**src/rtl/pit_pkg.sv**
```systemverilog
`timescale 1ns/1ps
// Shared encodings for the interval counter channel.
package pit_pkg;
    typedef enum logic [2:0] {
        MD_TERM     = 3'd0,
        MD_ONESHOT  = 3'd1,
        MD_RATE     = 3'd2,
        MD_RSV3     = 3'd3,
        MD_SWSTROBE = 3'd4,
        MD_HWSTROBE = 3'd5,
        MD_RSV6     = 3'd6,
        MD_RSV7     = 3'd7
    } pit_mode_e;

    typedef enum logic [1:0] {
        AC_LOW0 = 2'd0,
        AC_LOW  = 2'd1,
        AC_HIGH = 2'd2,
        AC_BOTH = 2'd3
    } pit_access_e;
endpackage

```
**src/rtl/pit_gate_capture.sv**
```systemverilog
`timescale 1ns/1ps
// Gate front end. It synchronises the asynchronous gate into clk and keeps a
// rising-edge flag. The flag stays set until a tick consumes it.
// Assumes: tick is a one-cycle strobe in the clk domain.
module pit_gate_capture #(
    parameter int SYNC_STAGES = 2
) (
    input  logic clk,
    input  logic rst_n,
    input  logic gate_in,
    input  logic tick,
    output logic gate_lvl,
    output logic gate_trig
);
    logic [SYNC_STAGES-1:0] sync_q;
    logic                   lvl_d_q;
    logic                   edge_q;
    logic                   rise;

    generate
        if (SYNC_STAGES == 1) begin : g_one
            // Single-flop synchroniser variant.
            always_ff @(posedge clk) begin
                if (!rst_n) sync_q <= '0;
                else        sync_q <= gate_in;
            end
        end else begin : g_chain
            // Multi-flop synchroniser chain.
            always_ff @(posedge clk) begin
                if (!rst_n) sync_q <= '0;
                else        sync_q <= {sync_q[SYNC_STAGES-2:0], gate_in};
            end
        end
    endgenerate

    assign gate_lvl = sync_q[SYNC_STAGES-1];
    assign rise     = gate_lvl & ~lvl_d_q;

    // Delayed level for edge detection, and the sticky trigger flag.
    always_ff @(posedge clk) begin
        if (!rst_n) begin
            lvl_d_q <= 1'b0;
            edge_q  <= 1'b0;
        end else begin
            lvl_d_q <= gate_lvl;
            if (rise)      edge_q <= 1'b1;
            else if (tick) edge_q <= 1'b0;
        end
    end

    assign gate_trig = edge_q;
endmodule

```
**src/rtl/pit_decrement.sv**
```systemverilog
`timescale 1ns/1ps
// Combinational decrement by one, in binary or in packed decimal digits.
// Assumes: in BCD use every digit of val is 0..9.
module pit_decrement #(
    parameter int DIGITS = 4,
    localparam int CNT_W = 4 * DIGITS
) (
    input  logic [CNT_W-1:0] val,
    input  logic             bcd,
    output logic [CNT_W-1:0] nxt
);
    logic [DIGITS-1:0] borrow;
    logic [CNT_W-1:0]  dec_val;

    assign borrow[0] = 1'b1;

    generate
        for (genvar i = 0; i < DIGITS; i++) begin : g_digit
            logic [3:0] dig;
            assign dig = val[4*i +: 4];
            assign dec_val[4*i +: 4] = borrow[i] ? ((dig == 4'd0) ? 4'd9 : dig - 4'd1) : dig;
            if (i < DIGITS - 1) begin : g_chain
                assign borrow[i+1] = borrow[i] & (dig == 4'd0);
            end
        end
    endgenerate

    assign nxt = bcd ? dec_val : (val - {{(CNT_W-1){1'b0}}, 1'b1});
endmodule

```
**src/rtl/pit_channel.sv**
```systemverilog
`timescale 1ns/1ps
// One interval counter channel with modes 0, 1, 2, 4 and 5.
// The count register takes host byte writes. The counting element loads and
// decrements on cnt_tick. OUT follows the rules of the selected mode.
// Assumes: a host write and a tick never fall in the same cycle (if they do,
// the write wins). cnt_tick marks one completed counter clock pulse.
module pit_channel
    import pit_pkg::*;
#(
    parameter int DIGITS    = 4,
    parameter int GATE_SYNC = 2,
    localparam int CNT_W    = 4 * DIGITS,
    localparam int BYTE_W   = CNT_W / 2
) (
    input  logic              clk,
    input  logic              rst_n,
    input  logic              cw_wr,
    input  logic [2:0]        cw_mode,
    input  logic              cw_bcd,
    input  logic [1:0]        cw_access,
    input  logic              cnt_wr,
    input  logic [BYTE_W-1:0] cnt_data,
    input  logic              cnt_tick,
    input  logic              gate,
    output logic              out,
    output logic              null_cnt,
    output logic [CNT_W-1:0]  live_count
);
    localparam logic [CNT_W-1:0] ONE = {{(CNT_W-1){1'b0}}, 1'b1};

    pit_mode_e         mode_q;
    pit_access_e       acc_q;
    logic              bcd_q;
    logic [CNT_W-1:0]  cr_q, ce_q, ce_nxt, wr_val;
    logic [BYTE_W-1:0] lo_q;
    logic              hi_phase_q, hold_q, pend_q, have_q, run_q, fired_q;
    logic              out_q, null_q;
    logic              wr_first, wr_done;
    logic              gate_lvl, gate_trig;

    pit_gate_capture #(.SYNC_STAGES(GATE_SYNC)) u_gate (
        .clk      (clk),
        .rst_n    (rst_n),
        .gate_in  (gate),
        .tick     (cnt_tick),
        .gate_lvl (gate_lvl),
        .gate_trig(gate_trig)
    );

    pit_decrement #(.DIGITS(DIGITS)) u_dec (
        .val(ce_q),
        .bcd(bcd_q),
        .nxt(ce_nxt)
    );

    // Decode a count byte write against the access format.
    always_comb begin
        wr_first = 1'b0;
        wr_done  = 1'b0;
        wr_val   = cr_q;
        if (cnt_wr) begin
            case (acc_q)
                AC_HIGH: begin
                    wr_done = 1'b1;
                    wr_val  = {cnt_data, {BYTE_W{1'b0}}};
                end
                AC_BOTH: begin
                    if (!hi_phase_q) begin
                        wr_first = 1'b1;
                    end else begin
                        wr_done = 1'b1;
                        wr_val  = {cnt_data, lo_q};
                    end
                end
                default: begin
                    wr_done = 1'b1;
                    wr_val  = {{BYTE_W{1'b0}}, cnt_data};
                end
            endcase
        end
    end

    // Channel state: control word, count writes, tick processing per mode.
    always_ff @(posedge clk) begin
        if (!rst_n) begin
            mode_q     <= MD_RSV7;
            acc_q      <= AC_LOW;
            bcd_q      <= 1'b0;
            cr_q       <= '0;
            ce_q       <= '0;
            lo_q       <= '0;
            hi_phase_q <= 1'b0;
            hold_q     <= 1'b0;
            pend_q     <= 1'b0;
            have_q     <= 1'b0;
            run_q      <= 1'b0;
            fired_q    <= 1'b0;
            out_q      <= 1'b1;
            null_q     <= 1'b0;
        end else if (cw_wr) begin
            mode_q     <= pit_mode_e'(cw_mode);
            acc_q      <= pit_access_e'(cw_access);
            bcd_q      <= cw_bcd;
            out_q      <= (cw_mode != 3'd0);
            null_q     <= 1'b1;
            hi_phase_q <= 1'b0;
            hold_q     <= 1'b0;
            pend_q     <= 1'b0;
            have_q     <= 1'b0;
            run_q      <= 1'b0;
            fired_q    <= 1'b0;
        end else begin
            if (cnt_tick) begin
                case (mode_q)
                    MD_TERM: begin
                        if (pend_q) begin
                            ce_q   <= cr_q;
                            pend_q <= 1'b0;
                            null_q <= 1'b0;
                            run_q  <= 1'b1;
                        end else if (run_q && gate_lvl && !hold_q) begin
                            ce_q <= ce_nxt;
                            if (ce_q == ONE) out_q <= 1'b1;
                        end
                    end
                    MD_ONESHOT: begin
                        if (gate_trig && have_q) begin
                            ce_q   <= cr_q;
                            null_q <= 1'b0;
                            run_q  <= 1'b1;
                            out_q  <= 1'b0;
                        end else if (run_q) begin
                            ce_q <= ce_nxt;
                            if (ce_q == ONE) out_q <= 1'b1;
                        end
                    end
                    MD_RATE: begin
                        if ((pend_q || gate_trig) && have_q) begin
                            ce_q   <= cr_q;
                            pend_q <= 1'b0;
                            null_q <= 1'b0;
                            run_q  <= 1'b1;
                            out_q  <= 1'b1;
                        end else if (run_q && gate_lvl) begin
                            if (ce_q == ONE) begin
                                ce_q   <= cr_q;
                                null_q <= 1'b0;
                                out_q  <= 1'b1;
                            end else begin
                                ce_q  <= ce_nxt;
                                out_q <= (ce_nxt != ONE);
                            end
                        end
                    end
                    MD_SWSTROBE, MD_HWSTROBE: begin
                        if ((mode_q == MD_SWSTROBE) ? pend_q : (gate_trig && have_q)) begin
                            ce_q    <= cr_q;
                            pend_q  <= 1'b0;
                            null_q  <= 1'b0;
                            run_q   <= 1'b1;
                            fired_q <= 1'b0;
                            out_q   <= 1'b1;
                        end else if (run_q && (gate_lvl || mode_q == MD_HWSTROBE)) begin
                            ce_q <= ce_nxt;
                            if (ce_q == ONE && !fired_q) begin
                                out_q   <= 1'b0;
                                fired_q <= 1'b1;
                            end else begin
                                out_q <= 1'b1;
                            end
                        end
                    end
                    default: out_q <= 1'b1;
                endcase
            end

            // A low gate in rate mode forces the output high without a tick.
            if (mode_q == MD_RATE && !gate_lvl) out_q <= 1'b1;

            if (wr_first) begin
                lo_q       <= cnt_data;
                hi_phase_q <= 1'b1;
                if (mode_q == MD_TERM) begin
                    hold_q <= 1'b1;
                    pend_q <= 1'b0;
                    out_q  <= 1'b0;
                end
            end

            if (wr_done) begin
                cr_q       <= wr_val;
                hi_phase_q <= 1'b0;
                hold_q     <= 1'b0;
                null_q     <= 1'b1;
                have_q     <= 1'b1;
                case (mode_q)
                    MD_TERM: begin
                        pend_q <= 1'b1;
                        out_q  <= 1'b0;
                    end
                    MD_SWSTROBE: pend_q <= 1'b1;
                    MD_RATE:     if (!run_q) pend_q <= 1'b1;
                    default: ;
                endcase
            end
        end
    end

    assign out        = out_q;
    assign null_cnt   = null_q;
    assign live_count = ce_q;
endmodule

```
**config.mk**
```make
export PLATFORM = sky130hd
export DESIGN_NAME = pit_channel
export DESIGN_NICKNAME = d
export VERILOG_FILES = /design/src/rtl/pit_pkg.sv /design/src/rtl/pit_gate_capture.sv /design/src/rtl/pit_decrement.sv /design/src/rtl/pit_channel.sv
export SDC_FILE = /design/constraint.sdc
export NUM_CORES = 1
export LEC_CHECK = 0
export BUFFER_PORTS_ARGS = -buffer_cell sky130_fd_sc_hd__buf_2
export CORE_MARGIN = 5
export CORE_UTILIZATION = 30
export DETAILED_ROUTE_END_ITERATION = 10
export SETUP_SLACK_MARGIN = 0.15
export SYNTH_ARGS = -nofsm -noshare
export SYNTH_HDL_FRONTEND = slang
export SYNTH_SLANG_ARGS = --single-unit
```
**constraint.sdc**
```tcl
create_clock -name clk -period 3.1 [get_ports clk]
set_clock_uncertainty 0.05 [all_clocks]
set_input_delay 0.93 -clock clk [delete_from_list [all_inputs] [get_ports clk]]
set_output_delay 0.93 -clock clk [all_outputs]
set_load 0.02 [all_outputs]
```
==> impl_results.rst <==
.. list-table::
   :header-rows: 1

   * - Metric
     - Value
   * - Crit path max fanout
     - 8
   * - Pin count of the biggest net entering global routing
     - 46
   * - Global route hottest layer
     - met2
   * - Crit path DAT
     - between 2 and 3 ns
   * - Delay contributed by the slowest stage of the critical path
     - ~0.53 ns
   * - Number of global-route vias before repair
     - between 3,000 and 4,000
   * - Most repeated cell in the gate-level netlist after synthesis
     - dfxtp_1
   * - Number of placed cells counting well taps
     - around 590
   * - Clock Path Buffers
     - 2
   * - Number of nets in the layout
     - between 400 and 500
   * - Count of port buffers added during placement
     - 37
   * - Final setup vio count
     - 0
   * - Height of the chip
     - approximately 120 µm
   * - Antenna Violating Nets Remaining
     - 0
   * - GRT met3 Usage
     - 0.02307
   * - Leakage power figure
     - roughly 1.5 nW
   * - Max-Slew Margin vs Limit
     - 0.5920
   * - Largest cells by area after synthesis
     - dfxtp_1 (33%), mux2i_1 (4.0%), nor2b_1 (3.8%)
   * - Register bit count reported by yosys
     - 58
   * - Area share of the largest cell type after synthesis
     - 0.3338
   * - Syn avg cell area
     - a little over 8 µm²
   * - Placeable core area
     - 11,370 µm²
   * - CTS H-tree lvls
     - 3
   * - Power density cells
     - 495.6 nW/µm²
   * - Fraction of synthesized cell area in xor and xnor cells
     - 0.007554
   * - Outcome
     - complete, no violations
   * - Routability congestion estimate
     - approximately 0.9
   * - Post-synthesis cell type with the largest combined area
     - dfxtp_1
   * - Post-synthesis compound-gate area fraction
     - 0.2741
   * - Routing usage on met2
     - 0.2189
   * - Commonest cells post-synth
     - dfxtp_1 (58), nand2_1 (34), nor2_1 (32)
   * - Global-route wire length before repair
     - 17,270 µm
   * - Overall fraction of global-route tracks in use
     - 0.1501
   * - Fraction of registers with async set/reset
     - 0
   * - Remaining global-route overflow
     - 0
   * - Final Non-Filler Cells
     - 602
   * - Critical-path top delay cell
     - o311ai_0
   * - Max_cap viols
     - 0
   * - Setup TNS
     - 0 ns
   * - Clock latency at the later pin of the worst-skew pair
     - ~0.33 ns
   * - Clock tree from TritonCTS
     - built
   * - WL final
     - 10,300 µm
   * - Number of antenna violations at the first check in global routing
     - 0
   * - Sinks on Clock Net
     - 58
   * - DRC
     - 0
   * - Via-per-instance ratio
     - 5.630
   * - Final critical path time including I/O delays and setup
     - 2.724 ns
   * - Critical path startpoint category
     - flip-flop
   * - Drt first-iter violations
     - between 300 and 400
   * - Hold violation total from the final report
     - 0
   * - Number of core rows
     - 39
   * - Effective utilization at floorplan
     - 0.3059
   * - Largest vdd supply drop
     - ~0.00026 V
   * - Yosys cell types
     - 77
   * - Total iterations of the first detailed-routing run
     - 5
   * - Fraction of final layout cells with drive strength greater than 1
     - 0.1765
   * - Register area share after synthesis
     - 0.3338
   * - Synthesized netlist cell count
     - approximately 430
   * - Synthesized cell area
     - roughly 3500 µm²
   * - Die area
     - approximately 14,000 µm²
   * - Top flip-flop cell by instance count after synthesis
     - dfxtp_1
   * - Die width
     - about 120 µm
   * - Cell-by-cell trace of the critical path
     - inv_1 -> ha_1 -> and2_1 -> o311ai_0 -> nand4b_1 -> or4_1 -> nor4_1 -> a21oi_1
   * - Area Overhead vs Synth
     - 17.55%
   * - Average routed wire per standard cell
     - 17.10 µm
   * - Main combinational cell family by area after synthesis
     - simple AND/OR/NAND/NOR gates
   * - Met1 Resource Use GR
     - 0.2148
   * - HP Class
     - reg2reg
   * - Quantity of hold-fixing buffers added after cts
     - 0
   * - Post-detailed-placement half-perimeter wirelength
     - approximately 7600 µm
   * - IO Pins
     - 38
   * - Root Buffer
     - clkbuf_16
   * - Data required time of the worst path
     - roughly 3.3 ns
   * - Share of synthesized cell area in and, or, nand and nor gates
     - 0.2755
   * - Fraction of the mapped netlist area in adder cells
     - 0.01079
   * - Num CTS Buffers
     - 9
   * - Number of vias after detailed routing
     - around 3,400
   * - Post-synth EDFFs
     - 0
   * - Multiplexer share of the synthesized area
     - 0.04353
   * - Element type at the critical path end
     - flip-flop
   * - Ant diodes
     - 0
   * - Slew of the pin with the lowest slew margin
     - roughly 0.61 ns
   * - Count of yosys warnings during synthesis
     - 0
   * - Worst slack on hold paths
     - just under 0.4 ns
   * - Final clock period utilization by the worst path
     - 0.8786
   * - RSZ-0062 raised after global routing
     - no
   * - Maximum achievable frequency
     - approximately 370 MHz
   * - Synthesized netlist net count
     - ~450
   * - Total count of max-transition violations in the final report
     - 0
   * - Post-CTS clock slew at the launch and capture registers of the worst setup and hold paths
     - 0.06 ns
   * - Startpoint-to-endpoint class of the critical path
     - reg2reg
[placed cells by master (no fill, tap or decap), types with 8 or more instances in the layout]
master     count
nor3_1         9
nor4_1         8
inv_1         10
dfxtp_1       58
nor2_1        32
nor3b_1       11
nor2b_1       21
a21boi_0       8
clkbuf_16      9
o211ai_1      11
buf_4         12
a21oi_1       21
a22oi_1        8
nand2_1       34
and2_1         8
buf_2         37
a31oi_1        9
o21ai_0       21
mux2i_1       14
[layer usage]
layer,up-vias,part of all wire
met5,-,0
li1,1657,-
met1,1602,0.48
met4,0,0.019
met3,17,0.052
met2,113,0.45
[cell families (layout without fill, tap and decap cells)]
| family | after synthesis | count (layout) |
|---|---|---|
| buffers and inverters | 43 | 76 |
| DFF | 58 | 58 |
| and+or+nand+nor | 169 | 169 |
| adders and majority gates | 3 | 3 |
| AOI/OAI and AO/OA | 135 | 135 |
| muxes | 15 | 15 |
| xor gates and xnor gates | 3 | 3 |
[sequential cells by signal, summed over array words and instances, names as in the netlist, 2 cells and up]
register       count
cr_q              16
live_count        16
u_gate.sync_q      2
mode_q             3
acc_q              2
lo_q               8
[worst max-delay path, delay by kind of cell (launching register included)]
kind | cells | cell delay (ns)
buffers and inverters | 1 | 0.14
adder cells (fa/ha/maj) | 1 | 0.25
flip-flops | 1 | 0.45
AO/OA/AOI/OAI | 2 | 0.63
AND/OR/NAND/NOR | 4 | 1.09
[path summary, 6_finish.rpt]
path / start / end / slack [ns] / cells after the start
setup / recovery: live_count[0]$_SDFFE_PN0P_ / out$_SDFF_PN1_ / 0.38 / 8
hold reg to reg: u_gate.sync_q[0]$_SDFF_PN0_ / u_gate.sync_q[1]$_SDFF_PN0_ / 0.39 / 1
hold / removal: u_gate.sync_q[0]$_SDFF_PN0_ / u_gate.sync_q[1]$_SDFF_PN0_ / 0.39 / 1
setup reg to reg: live_count[0]$_SDFFE_PN0P_ / out$_SDFF_PN1_ / 0.38 / 8
[area by class of cell]
type	instances	area, µm²
multi-input cells	325	2128
clock buffers	9	225.2
clock inverters	7	78.83
flip-flops and latches	58	1161
repair buffers	49	275.3
fillers	1198	7281
inverters	11	41.29
well taps	143	178.9
[power breakdown]
| part | internal [W] | switching, W | leakage (nW) |
|---|---|---|---|
| registers | 0.000768 | 0.0000320 | 0.472 |
| clock network | 0.000626 | 0.000366 | 0.138 |
| logic | 0.0000965 | 0.000138 | 0.925 |
| total | 0.00149 | 0.000536 | 1.54 |
[timing repair]
action                     in CTS  in global routing
setup endpoints to repair       0                  1
setup buffers                   0                  0
resized for setup               0                  1
[metrics by stage]
| stage | power, W | util | worst slack [ns] | cell area, µm² |
|---|---|---|---|---|
| after floorplan | 0.0009741 | - | 0.5367 | 3478 |
| after global placement | 0.001047 | 0.3328 | 0.5041 | 3784 |
| after detailed placement | 0.001047 | 0.3328 | 0.3761 | 3784 |
| after CTS | 0.002046 | 0.3595 | 0.3583 | 4088 |
| after global routing | 0.002113 | 0.3596 | 0.1762 | 4089 |
| final | 0.002026 | 0.3596 | 0.3762 | 4089 |
Power figures use the tool's default switching activity.
